[src/rtl/cjne_pkg.sv]
package cjne_pkg;
  typedef enum logic [2:0] {
    K_NONE,
    K_ACC_IMM,
    K_ACC_DIR,
    K_REG_IMM,
    K_IND_IMM
  } cjne_kind_e;

  typedef enum logic [1:0] {
    ST_IDLE,
    ST_FETCH1,
    ST_FETCH2,
    ST_EXEC
  } cjne_state_e;
endpackage

[src/rtl/cjne_decode.sv]
module cjne_decode #(
  parameter int OP_W  = 8,
  parameter int IDX_W = 3
) (
  input  logic [OP_W-1:0]     opcode_i,
  output cjne_pkg::cjne_kind_e kind_o,
  output logic [IDX_W-1:0]    idx_o
);
  import cjne_pkg::*;

  always_comb begin
    kind_o = K_NONE;
    idx_o  = opcode_i[IDX_W-1:0];
    if (opcode_i[OP_W-1:3] == 5'b10111) begin
      kind_o = K_REG_IMM;
    end else if (opcode_i[OP_W-1:2] == 6'b101101) begin
      unique case (opcode_i[1:0])
        2'b00:   kind_o = K_ACC_IMM;
        2'b01:   kind_o = K_ACC_DIR;
        default: begin
          kind_o = K_IND_IMM;
          idx_o  = {{(IDX_W-1){1'b0}}, opcode_i[0]};
        end
      endcase
    end
  end
endmodule

[src/rtl/cjne_cmp.sv]
module cjne_cmp #(
  parameter int DATA_W = 8
) (
  input  logic [DATA_W-1:0] first_i,
  input  logic [DATA_W-1:0] second_i,
  output logic              ne_o,
  output logic              lt_o
);
  logic [DATA_W:0] diff;

  // borrow out of first - second gives unsigned less-than
  always_comb begin
    diff = {1'b0, first_i} - {1'b0, second_i};
    lt_o = diff[DATA_W];
    ne_o = |(first_i ^ second_i);
  end
endmodule

[src/rtl/cjne_target.sv]
module cjne_target #(
  parameter int PC_W      = 16,
  parameter int DATA_W    = 8,
  parameter int INSTR_LEN = 3
) (
  input  logic [PC_W-1:0]   pc_i,
  input  logic [DATA_W-1:0] rel_i,
  input  logic              taken_i,
  output logic [PC_W-1:0]   pc_next_o
);
  localparam logic [PC_W-1:0] ADV = PC_W'(INSTR_LEN);

  logic [PC_W-1:0] seq_pc;
  logic [PC_W-1:0] rel_ext;

  generate
    if (PC_W > DATA_W) begin : g_sext
      assign rel_ext = {{(PC_W-DATA_W){rel_i[DATA_W-1]}}, rel_i};
    end else begin : g_trunc
      assign rel_ext = rel_i[PC_W-1:0];
    end
  endgenerate

  always_comb begin
    seq_pc    = pc_i + ADV;
    pc_next_o = taken_i ? (seq_pc + rel_ext) : seq_pc;
  end
endmodule

[src/rtl/cjne_unit.sv]
module cjne_unit #(
  parameter int PC_W   = 16,
  parameter int DATA_W = 8,
  parameter int ADDR_W = 8
) (
  input  logic              clk_i,
  input  logic              rst_ni,
  input  logic              start_i,
  input  logic [7:0]        opcode_i,
  input  logic [DATA_W-1:0] byte1_i,
  input  logic [DATA_W-1:0] byte2_i,
  input  logic [PC_W-1:0]   pc_i,
  input  logic [DATA_W-1:0] acc_i,
  output logic              rd_en_o,
  output logic [ADDR_W-1:0] rd_addr_o,
  input  logic [DATA_W-1:0] rd_data_i,
  output logic              busy_o,
  output logic              done_o,
  output logic              taken_o,
  output logic              carry_o,
  output logic [PC_W-1:0]   pc_next_o
);
  import cjne_pkg::*;

  localparam int IDX_W     = 3;
  localparam int INSTR_LEN = 3;

  cjne_kind_e       dec_kind, kind_q;
  logic [IDX_W-1:0] dec_idx, idx_q;
  cjne_state_e      st_q, st_d;
  logic [DATA_W-1:0] b1_q, rel_q, acc_q;
  logic [PC_W-1:0]  pc_q;
  logic [DATA_W-1:0] first, second;
  logic              ne, lt;
  logic [PC_W-1:0]  tgt;
  logic              accept;

  cjne_decode #(.OP_W(8), .IDX_W(IDX_W)) u_dec (
    .opcode_i (opcode_i),
    .kind_o   (dec_kind),
    .idx_o    (dec_idx)
  );

  assign accept = start_i && (st_q == ST_IDLE) && (dec_kind != K_NONE);

  always_ff @(posedge clk_i or negedge rst_ni) begin
    if (!rst_ni) begin
      kind_q <= K_NONE;
      idx_q  <= '0;
      b1_q   <= '0;
      rel_q  <= '0;
      acc_q  <= '0;
      pc_q   <= '0;
    end else if (accept) begin
      kind_q <= dec_kind;
      idx_q  <= dec_idx;
      b1_q   <= byte1_i;
      rel_q  <= byte2_i;
      acc_q  <= acc_i;
      pc_q   <= pc_i;
    end
  end

  always_comb begin
    st_d = st_q;
    unique case (st_q)
      ST_IDLE:   if (accept) st_d = (dec_kind == K_ACC_IMM) ? ST_EXEC : ST_FETCH1;
      ST_FETCH1: st_d = (kind_q == K_IND_IMM) ? ST_FETCH2 : ST_EXEC;
      ST_FETCH2: st_d = ST_EXEC;
      default:   st_d = ST_IDLE;
    endcase
  end

  always_ff @(posedge clk_i or negedge rst_ni) begin
    if (!rst_ni) st_q <= ST_IDLE;
    else         st_q <= st_d;
  end

  // fetch 1: direct address or register index; fetch 2: pointer just read
  always_comb begin
    rd_en_o   = (st_q == ST_FETCH1) || (st_q == ST_FETCH2);
    rd_addr_o = '0;
    if (st_q == ST_FETCH1) begin
      if (kind_q == K_ACC_DIR) rd_addr_o = ADDR_W'(b1_q);
      else                     rd_addr_o = ADDR_W'(idx_q);
    end else if (st_q == ST_FETCH2) begin
      rd_addr_o = ADDR_W'(rd_data_i);
    end
  end

  always_comb begin
    first  = rd_data_i;
    second = b1_q;
    if (kind_q == K_ACC_IMM || kind_q == K_ACC_DIR) first = acc_q;
    if (kind_q == K_ACC_DIR) second = rd_data_i;
    if (kind_q == K_ACC_IMM) second = b1_q;
  end

  cjne_cmp #(.DATA_W(DATA_W)) u_cmp (
    .first_i  (first),
    .second_i (second),
    .ne_o     (ne),
    .lt_o     (lt)
  );

  cjne_target #(.PC_W(PC_W), .DATA_W(DATA_W), .INSTR_LEN(INSTR_LEN)) u_tgt (
    .pc_i      (pc_q),
    .rel_i     (rel_q),
    .taken_i   (ne),
    .pc_next_o (tgt)
  );

  always_ff @(posedge clk_i or negedge rst_ni) begin
    if (!rst_ni) begin
      done_o    <= 1'b0;
      taken_o   <= 1'b0;
      carry_o   <= 1'b0;
      pc_next_o <= '0;
    end else begin
      done_o <= (st_q == ST_EXEC);
      if (st_q == ST_EXEC) begin
        taken_o   <= ne;
        carry_o   <= lt;
        pc_next_o <= tgt;
      end
    end
  end

  assign busy_o = (st_q != ST_IDLE);

  assert_carry_implies_taken_R3: assert property (@(posedge clk_i) disable iff (!rst_ni)
    done_o && carry_o |-> taken_o);

  assert_seq_pc_R5: assert property (@(posedge clk_i) disable iff (!rst_ni)
    done_o && !taken_o |-> pc_next_o == pc_q + PC_W'(INSTR_LEN));

  assert_done_pulse_R6: assert property (@(posedge clk_i) disable iff (!rst_ni)
    done_o |=> !done_o);

  assert_read_when_busy_R2: assert property (@(posedge clk_i) disable iff (!rst_ni)
    rd_en_o |-> busy_o);

  assert_bad_op_idle_R7: assert property (@(posedge clk_i) disable iff (!rst_ni)
    (!busy_o && start_i && dec_kind == K_NONE) |=> !busy_o);

  assert_hold_R9: assert property (@(posedge clk_i) disable iff (!rst_ni)
    !done_o |-> $stable(pc_next_o) && $stable(carry_o) && $stable(taken_o));
endmodule

[config.mk]
export PLATFORM = sky130hd
export DESIGN_NAME = cjne_unit
export DESIGN_NICKNAME = d
export VERILOG_FILES = /design/src/rtl/cjne_pkg.sv /design/src/rtl/cjne_decode.sv /design/src/rtl/cjne_cmp.sv /design/src/rtl/cjne_target.sv /design/src/rtl/cjne_unit.sv
export SDC_FILE = /design/constraint.sdc
export NUM_CORES = 1
export LEC_CHECK = 0
export ABC_AREA = 1
export BUFFER_PORTS_ARGS = -buffer_cell sky130_fd_sc_hd__clkbuf_2
export CORE_MARGIN = 2
export CORE_UTILIZATION = 58
export CTS_BUF_LIST = sky130_fd_sc_hd__clkbuf_8
export CTS_CLUSTER_SIZE = 10
export DETAILED_ROUTE_END_ITERATION = 6
export PLACE_DENSITY = 0.94
export SKIP_CTS_REPAIR_TIMING = 1
export SLEW_MARGIN = 20
export SYNTH_ARGS = -nofsm -noshare
export SYNTH_HDL_FRONTEND = slang
export SYNTH_SLANG_ARGS = --single-unit
[constraint.sdc]
create_clock -name clk_i -period 2.8 [get_ports clk_i]
set_input_delay 0.56 -clock clk_i [delete_from_list [all_inputs] [get_ports clk_i]]
set_output_delay 0.56 -clock clk_i [all_outputs]
set_load 0.05 [all_outputs]
==> metrics.txt, run 1 <==
critical path launch point type=flop; synthesized area=0.00441 mm2; CP Data Arrival Time=2960 ps; DRT Wirelength=12300 um; leak pwr=2.87 nW; critical path's slowest cell=dfrtp_1; #FFs+latches synth=67; drt wl/cell=15.3 um; worst-margin pin slew=854 ps; Post-Route Skew=13.0 ps; width of the die=91.2 um; initial antenna violation count=0; Seq/Total Area, Yosys=38.1%; Final nets=788; cells along the critical path=inv_2 -> ha_4 -> nor3_4 -> buf_4 -> nand3_2 -> xnor2_2 -> ha_4 -> nand2_1 -> inv_1 -> a21oi_2 -> nand2_2 -> nand2_1 -> nand2_2 -> nand2_1 -> nand2_1 -> nand2_1 -> nand3_1 -> nand2_1 -> inv_1; pin count of the biggest net entering global routing=68; Mapped Nets=695; share of layout cells above drive strength 1=23.1%; Clk pin slew, worst setup/hold paths=80 ps; largest fanout on the critical path=4; CTS Buf Count=9; vias in the first global route=4183; R2R setup slack=90 ps; Buf+Inv Stages, Crit Path=4; drt pass-1 iters=5; Layout area overhead=21.2%; Rows=31; most used cell, CP=nand2_1; Reg-to-Reg End=pc_next_o[13]$_DFFE_PN0P_; Final Cycle Share=96.7%; Via Count=4583; Synth top area share=38.1%; slowest cell delay on critical path=420 ps; synth top area cells=dfrtp_1 (38%), nand2_1 (18%), ha_1 (8.8%); post-placement cell count=778; PortBufs=87; Setup Viol. Count Final=0; # clock sinks=67; PwrDens=1420 mW/mm2; YS warnings=0; minimum clock period=2710 ps; most common cell after layout, fill and taps aside=nand2_1; via/cell ratio=5.73; worst hold path type=in -> async; Routed Antenna Nets=0; DRT met1 WL=4760 um; H-tree depth=3; routed wl met3=1090 um; Initial Util=60.4%; family with the most delay on the worst path=simple AND/OR/NAND/NOR gates; CTS root buffer=clkbuf_8; Worst EP required=3060 ps; syn avg cell area=7.29 um2; Netlist cell types=40; RSZ-0062 raised after global routing=yes; Routed met2 length=5960 um; die area=0.00831 mm2; io pins=88; count of non-filler cells in the finished layout=800; CTS tree=yes; Max Transition Viols Final=0; Max-slew headroom=43.1%; routability cong.=0.928; final hold vios=0; worst r2r path cells=19; CP endpoint kind=flop; f_max=370 MHz; Max Used Layer=met4; Worst-Skew Late Latency=350 ps; number of diodes=0; MaxCap Viol Count=0; cell count along the critical path=19; VDD IR max=0.711 mV; total grt overflow=0; cell taking the most area after synthesis=dfrtp_1; R2R Path Start=pc_q[1]$_DFFE_PN0P_; number of DRC markers in iteration 0=374; first-pass GRT wire length=18900 um; GRT Overall Usage=28.1%; Die Span Y=91.2 um; total power=7.60 mW; core area=0.00729 mm2; Crit Path Class=reg -> reg; deepest clock path buffer count=2; most frequent cells in the layout=nand2_1 (198), clkbuf_2 (86), inv_1 (75); DRC=0; status=complete, no violations; Syn Inst Count=604; DP HPWL=8410 um
-- Yosys cell counts, drive strengths merged --
cell type / n
a21oi: 26
a2111oi: 1
o221ai: 3
nor3b: 1
nand2: 207
nand4: 5
o211ai: 4
o2111ai: 1
and3: 1
o31ai: 5
nor3: 5
nand3: 31
o22ai: 7
nor2: 36
clkbuf: 7
xor2: 5
xnor2: 7
a21o: 2
nor4: 1
dfrtp: 67
a31oi: 3
o21ai: 52
o21bai: 3
fa: 1
clkinv: 1
inv: 80
buf: 11
ha: 31
-- cells by family (layout without fill, tap and decap cells) --
kind of cell	count (synthesis)	after routing	synth area share (%)
simple gates	287	287	27.1
flops	67	67	38.1
fa+ha+maj	32	32	9.26
buf+inv	99	196	9.23
xor+xnor	12	12	2.39
compound gates	107	107	14.0
-- metrics by stage --
stage | utilization [%] | hold WS, ps | TNS [ps] | instance area [um2] | worst slack, ps
after global placement | 67.3 | 458 | 0 | 4910 | 40.9
after CTS | 70.0 | 414 | -1440 | 5100 | -179
after global routing | 73.2 | 421 | -207 | 5340 | -96.0
final | 73.2 | 403 | 0 | 5340 | 93.7
after detailed placement | 67.3 | 461 | -1450 | 4910 | -174
after floorplan | - | 264 | 0 | 4410 | 103
-- registers in the layout, indices dropped and copies added, names as in the netlist --
name,cells
acc_q,8
b1_q,8
carry_o,1
done_o,1
idx_q,3
kind_q,3
pc_next_o,16
pc_q,16
rel_q,8
st_q,2
taken_o,1
-- worst register-to-register path: cells and delay by family (launching register included) --
family | cells | cell delay [ps]
simple gates | 11 | 1020
fa+ha+maj | 2 | 450
flops | 1 | 420
buf+inv | 4 | 340
xor+xnor | 1 | 270
compound gates | 1 | 140
-- cell type report --
| cell class | instances | area [um2] |
|---|---|---|
| Tap cell | 99 | 124 |
| Clock inverter | 4 | 42.5 |
| Fill cell | 520 | 1950 |
| Clock buffer | 11 | 151 |
| Inverter | 81 | 307 |
| Multi-Input combinational cell | 438 | 2500 |
| Sequential cell | 67 | 1680 |
| Timing Repair Buffer | 100 | 533 |
-- worst max path at each step --
stage | start | to | slack [ps]
after floorplan | st_q[1]$_DFFE_PN0P_ | rd_addr_o[4] | 100
after global placement | pc_q[0]$_DFFE_PN0P_ | pc_next_o[15]$_DFFE_PN0P_ | 40
after detailed placement | kind_q[1]$_DFFE_PN0P_ | pc_next_o[10]$_DFFE_PN0P_ | -170
after CTS | kind_q[1]$_DFFE_PN0P_ | pc_next_o[10]$_DFFE_PN0P_ | -180
after global routing | pc_q[1]$_DFFE_PN0P_ | pc_next_o[13]$_DFFE_PN0P_ | -100
final | pc_q[1]$_DFFE_PN0P_ | pc_next_o[13]$_DFFE_PN0P_ | 90
-- routing by layer --
metal / GRT usage, % / vias to the layer above
met3: 4.40 / 59
li1: - / 2132
met1: 36.5 / 2109
met2: 46.4 / 283
met4: 12.9 / 0
met5: 0 / -
-- report_power, final --
part	switching [mW]	total [mW]	leakage [nW]	internal, mW
Clock	0.375	0.823	0.108	0.448
Sequential	0.423	1.87	0.784	1.45
Combinational	3.24	4.90	1.98	1.66
No activity file was read; power rests on OpenSTA's default activity.
==> run 2: changes to the inputs <==
GPL_TIMING_DRIVEN = 0   (was default)
==> run 2 against run 1 <==
Compared with the run above: cell count grew 2.0%; clock skew fell by 4.0 ps; global-route usage increased by 2.1 points; via count increased by 3.3%; sequential share of layout area decreased by 0.27 points; largest power group unchanged; first-iteration DRC count increased by 41%; power decreased by 2.5%; clock power increased by 9.1%.
==> metrics.txt, run 2 (synthesized netlist as in run 1, its figures left out) <==
Routed Antenna Nets=0 (unchanged); status=complete, no violations; drt wl/cell=15.8 um (+2.7%); routability cong.=0.928 (unchanged); DRT met1 WL=4990 um (+4.8%); total grt overflow=0 (unchanged); Layout area overhead=22.0%; CTS root buffer=clkbuf_8; f_max=362 MHz (-2.0%); sw frac=53.0% (-0.16 points); Final nets=803 (+1.9%); deepest clock path buffer count=2 (unchanged); via/cell ratio=5.80 (+1.3%); most common cell after layout, fill and taps aside=nand2_1; Seq pwr share=24.4% (-0.3 points); die area=0.00831 mm2 (unchanged); CTS tree=yes; pin count of the biggest net entering global routing=55 (-19%); number of diodes=0 (unchanged); Switch Pwr=3.92 mW (-2.8%); final hold vios=0 (unchanged); Max-slew headroom=56.2% (+13 points); largest fanout on the critical path=10 (+6); minimum clock period=2760 ps (+53.9 ps); VDD IR max=0.939 mV (+32%); Clk pin slew, worst setup/hold paths=80 ps (about the same); Initial Util=60.4% (unchanged); R2R Path Start=kind_q[0]$_DFFE_PN0P_; pre-CTS setup slack=-302 ps (-127 ps); routed wl met3=1150 um (+5.1%); Die Span Y=91.2 um (unchanged); Max Transition Viols Final=0 (unchanged); initial antenna violation count=0 (unchanged); Crit Path Class=reg -> out; cells along the critical path=inv_1 -> ha_1 -> inv_1 -> clkbuf_2 -> nand3_1 -> o31ai_1 -> clkbuf_2; Final Cycle Share=98.6% (+1.9 points); width of the die=91.2 um (unchanged); Post-Route Skew=9.00 ps (-4.00 ps); R2R setup slack=60 ps (-30 ps); drt pass-1 iters=6 (+1); critical path launch point type=flop; Max Used Layer=met4; number of DRC markers in iteration 0=529 (+41%); DRC=0 (unchanged); count of non-filler cells in the finished layout=816 (+2.0%); Worst EP required=2240 ps (-820 ps); Via Count=4736 (+3.3%); biggest regs=pc_next_o (16), pc_q (16); slowest cell delay on critical path=390 ps (-30 ps); # clock sinks=67 (unchanged); family with the most delay on the worst path=buffers and inverters; setup ws final=39.8 ps (-53.9 ps); GRT Overall Usage=30.3% (+2.1 points); worst hold path type=in -> async; clock share of power=12.1% (+1.3 points); Pint=3.49 mW (-2.2%); CTS Buf Count=9 (unchanged); Routed met2 length=6270 um (+5.2%); Fill cells=515 (-0.96%); H-tree depth=3 (unchanged); vias in the first global route=4344 (+3.8%); most frequent cells in the layout=nand2_1 (203), clkbuf_2 (88), inv_1 (76); first-pass GRT wire length=20100 um (+6.5%); DP HPWL=8840 um (+5.1%); CP Data Arrival Time=2200 ps (-760 ps); Buf+Inv Stages, Crit Path=4 (unchanged); PwrDens=1380 mW/mm2 (-3.1%); Reg-to-Reg End=pc_next_o[11]$_DFFE_PN0P_; worst r2r path cells=15 (-4); Rows=31 (unchanged); critical path's slowest cell=dfrtp_1; Comb power frac=63.5% (-1.0 points); post-placement cell count=791 (+1.7%); Setup Viol. Count Final=0 (unchanged); worst-margin pin slew=657 ps (-197 ps); PortBufs=87 (unchanged); share of layout cells above drive strength 1=21.9% (-1.2 points); MaxCap Viol Count=0 (unchanged); CP endpoint kind=primary output; core area=0.00729 mm2 (unchanged); io pins=88 (unchanged); leak pwr=2.94 nW (+2.2%); Worst-Skew Late Latency=350 ps (about the same); DRT Wirelength=12900 um (+4.8%)
## run 2: cell type report
type / count / area, um2 / share of cell area (%)
clock buffers: 9 / 124 / 2.31
flip-flops and latches: 67 / 1680 / 31.2
multi-input cells: 438 / 2410 / 44.8
well taps: 99 / 124 / 2.31
repair buffers: 97 / 533 / 9.92
clock inverters: 7 / 93.8 / 1.75
inverters: 81 / 307 / 5.71
plain buffers: 18 / 109 / 2.03
## run 2: worst max path at each step
stage / endpoint / slack, ps / start / cells after the start
6_report: rd_addr_o[3] / 40 / st_q[1]$_DFFE_PN0P_ / 7
5_1_grt: pc_next_o[15]$_DFFE_PN0P_ / -50 / pc_q[0]$_DFFE_PN0P_ / 19
4_1_cts: pc_next_o[5]$_DFFE_PN0P_ / -400 / kind_q[1]$_DFFE_PN0P_ / 13
3_5_place_dp: pc_next_o[5]$_DFFE_PN0P_ / -300 / kind_q[1]$_DFFE_PN0P_ / 13
3_3_place_gp: pc_next_o[8]$_DFFE_PN0P_ / -210 / kind_q[1]$_DFFE_PN0P_ / 13
2_1_floorplan: rd_addr_o[4] / 100 / st_q[1]$_DFFE_PN0P_ / 5
## run 2: power groups by stage
stage / Combinational [mW] / Sequential, mW / Clock (mW)
final: 4.71 / 1.80 / 0.898
after global routing: 5.16 / 1.85 / 0.943
after CTS: 4.33 / 1.78 / 0.893
after detailed placement: 4.25 / 1.79 / 0
after global placement: 4.08 / 1.77 / 0
after floorplan: 2.89 / 2.18 / 0
## run 2: per-stage QoR
step	TNS (ps)	hold slack (ps)	utilization (%)	power [mW]	cell area (um2)
floorplan	0	264	-	5.06	4410
CTS	-4870	96.8	71.5	7.00	5210
finish	0	88.8	73.7	7.41	5370
global route	-99.1	96.7	73.7	7.95	5370
detailed placement	-3200	463	68.5	6.05	4990
global placement	-1700	460	68.1	5.85	4960
## run 2: routing by layer
metal  up-vias  GRT usage [%]
met5         -              0
met1      2210           38.5
met2       303           51.0
met4         0           11.7
met3        60           5.81
li1       2163              -
==> run 3: changes to the inputs <==
CELL_PAD_IN_SITES_DETAIL_PLACEMENT = 2   (was default)
CELL_PAD_IN_SITES_GLOBAL_PLACEMENT = 2   (was default)
CORE_UTILIZATION = 32   (was 58)
PLACE_DENSITY = 0.93   (was 0.94)
==> run 3 against run 2 <==
Compared with the run above: the flow now finishes with violations (negative setup slack); largest cell class unchanged; utilization down 30 points; sequential power up 8%; via count up 5.3%; combinational power up 28%; maximum frequency down 9.7%; wire length up 76%; die area up 77%; register-to-register slack worse by 320 ps.
==> metrics.txt, run 3 (synthesized netlist as in run 1, its figures left out) <==
worst hold path type=in -> async; CP Data Arrival Time=3380 ps (+1180 ps); total power=9.14 mW (+23%); CTS root buffer=clkbuf_8; final hold vios=0 (unchanged); critical path launch point type=flop; Rows=42 (+35%); Crit Path Class=reg -> reg; FF/Latch Area=0.00168 mm2 (+0.30%); Worst-Skew Late Latency=390 ps (+40 ps); Via Count=4985 (+5.3%); CTS Buf Count=9 (unchanged); drt wl/cell=24.9 um (+58%); H-tree depth=3 (unchanged); Die Span Y=121 um (+33%); vias in the first global route=5277 (+21%); die area=0.0147 mm2 (+77%); count of non-filler cells in the finished layout=912 (+12%); Fill cells=1564 (+200%); # clock sinks=67 (unchanged); drt pass-1 iters=4 (-2); Post-Route Skew=23.8 ps (+14.8 ps); Max Transition Viols Final=0 (unchanged); PwrDens=1560 mW/mm2 (+13%); largest fanout on the critical path=4 (-6); violated checks=negative setup slack; Worst EP required=3130 ps (+890 ps); pin count of the biggest net entering global routing=48 (-13%); deepest clock path buffer count=2 (unchanged); Routed Antenna Nets=0 (unchanged); width of the die=121 um (+33%); GRT Overall Usage=25.3% (-5.0 points); Max-slew headroom=42.6% (-14 points); share of layout cells above drive strength 1=29.1% (+7.2 points); initial antenna violation count=0 (unchanged); core area=0.0133 mm2 (+83%); f_max=327 MHz (-9.7%); CTS tree=yes; Clk pin slew, worst setup/hold paths=100 ps (+20 ps); routability cong.=0.900 (-3.0%); total grt overflow=0 (unchanged); Final nets=822 (+2.4%); RSZ-0062 raised after global routing=yes; MaxCap Viol Count=0 (unchanged); most common cell after layout, fill and taps aside=nand2_1; leak pwr=3.05 nW (+3.8%); Initial Util=33.0% (-27 points); io pins=88 (unchanged); first-pass GRT wire length=28200 um (+40%); Post-Place Cell Area=0.00509 mm2 (+1.9%); minimum clock period=3060 ps (+296 ps); Final Cycle Share=109% (+11 points); most frequent cells in the layout=nand2_1 (193), clkbuf_2 (87), inv_1 (70); status=complete, but fails checks; Layout area overhead=33.4%; DRT Wirelength=22700 um (+76%); CP endpoint kind=flop; setup ws final=-256 ps (-296 ps); DRC=0 (unchanged); Multi-input gate area=0.00260 mm2 (+8.2%); PortBufs=87 (unchanged); worst-margin pin slew=861 ps (+204 ps); Design Area, Final=0.00588 mm2 (+9.4%); Setup Viol. Count Final=7 (+7); via/cell ratio=5.47 (-5.8%); number of diodes=0 (unchanged); DP HPWL=13500 um (+53%); biggest regs=pc_next_o (16), pc_q (16); post-placement cell count=868 (+9.7%); VDD IR max=0.557 mV (-41%); Setup TNS=-986 ps (-986 ps); number of DRC markers in iteration 0=214 (-60%)
## run 3: changes by cell type in the layout (fill, tap and decap cells not counted), moves of 4 or more
cell and delta:
nand2_2 +10, inv_2 +6, nand2_1 -10, dfrtp_2 +4, buf_4 +16, ha_1 -8
ha_4 +8, dfrtp_1 -4, inv_1 -6
## run 3: area by class of cell
class / instances / share of cell area [%]
multi-input cells: 438 / 44.3
flip-flops and latches: 67 / 28.6
repair buffers: 116 / 11.6
inverters: 81 / 5.30
well taps: 176 / 3.75
clock inverters: 7 / 2.38
clock buffers: 9 / 2.11
plain buffers: 18 / 1.98
## run 3: critical path, stage by stage, from the launching register on
cell and delay [ps]:
dfrtp_1 450, buf_4 170, o21ai_4 240, inv_2 80, nand3_2 110, nor2_1 90
xnor2_2 320, inv_1 150, ha_4 320, nand2_2 80, nor2_1 130, nand2_1 80
nand2_1 120, nand2_1 100, nand2_1 120, nor2_1 60, nor2_1 120, nand2_1 110
a21oi_2 130
## run 3: power breakdown
part | internal, mW | total [mW] | switching [mW]
logic | 2.02 | 6.05 | 4.03
registers | 1.45 | 1.94 | 0.494
clock network | 0.680 | 1.15 | 0.467
total | 4.15 | 9.14 | 4.99
## run 3: path summary, 6_finish.rpt
kind | from | slack (ps) | endpoint | cells past startpoint
worst max-delay path | pc_q[0]$_DFFE_PN0P_ | -260 | pc_next_o[12]$_DFFE_PN0P_ | 18
worst min-delay path | rst_ni | 100 | pc_q[14]$_DFFE_PN0P_ | 1
worst max register to register | pc_q[0]$_DFFE_PN0P_ | -260 | pc_next_o[12]$_DFFE_PN0P_ | 18
worst min register to register | pc_next_o[15]$_DFFE_PN0P_ | 500 | pc_next_o[15]$_DFFE_PN0P_ | 2
max in group asynchronous | rst_ni | 2070 | pc_q[5]$_DFFE_PN0P_ | 2
min in group clk_i | pc_i[4] | 390 | pc_q[4]$_DFFE_PN0P_ | 3
## run 3: metal layers
layer  up-vias  part of all wire, %  track usage [%]
met5         -                    0                0
met4         0                  3.7             8.76
met3        58                  3.7             4.32
met2       155                   52             46.1
met1      2582                   40             29.8
li1       2190                    -                -
## run 3: stage by stage
stage	util (%)	setup slack (ps)	hold slack, ps
after floorplan	-	103	264
after global placement	37.9	-314	458
after detailed placement	38.1	-558	474
after CTS	40.1	-609	124
after global routing	44.0	-348	118
final	44.0	-256	105
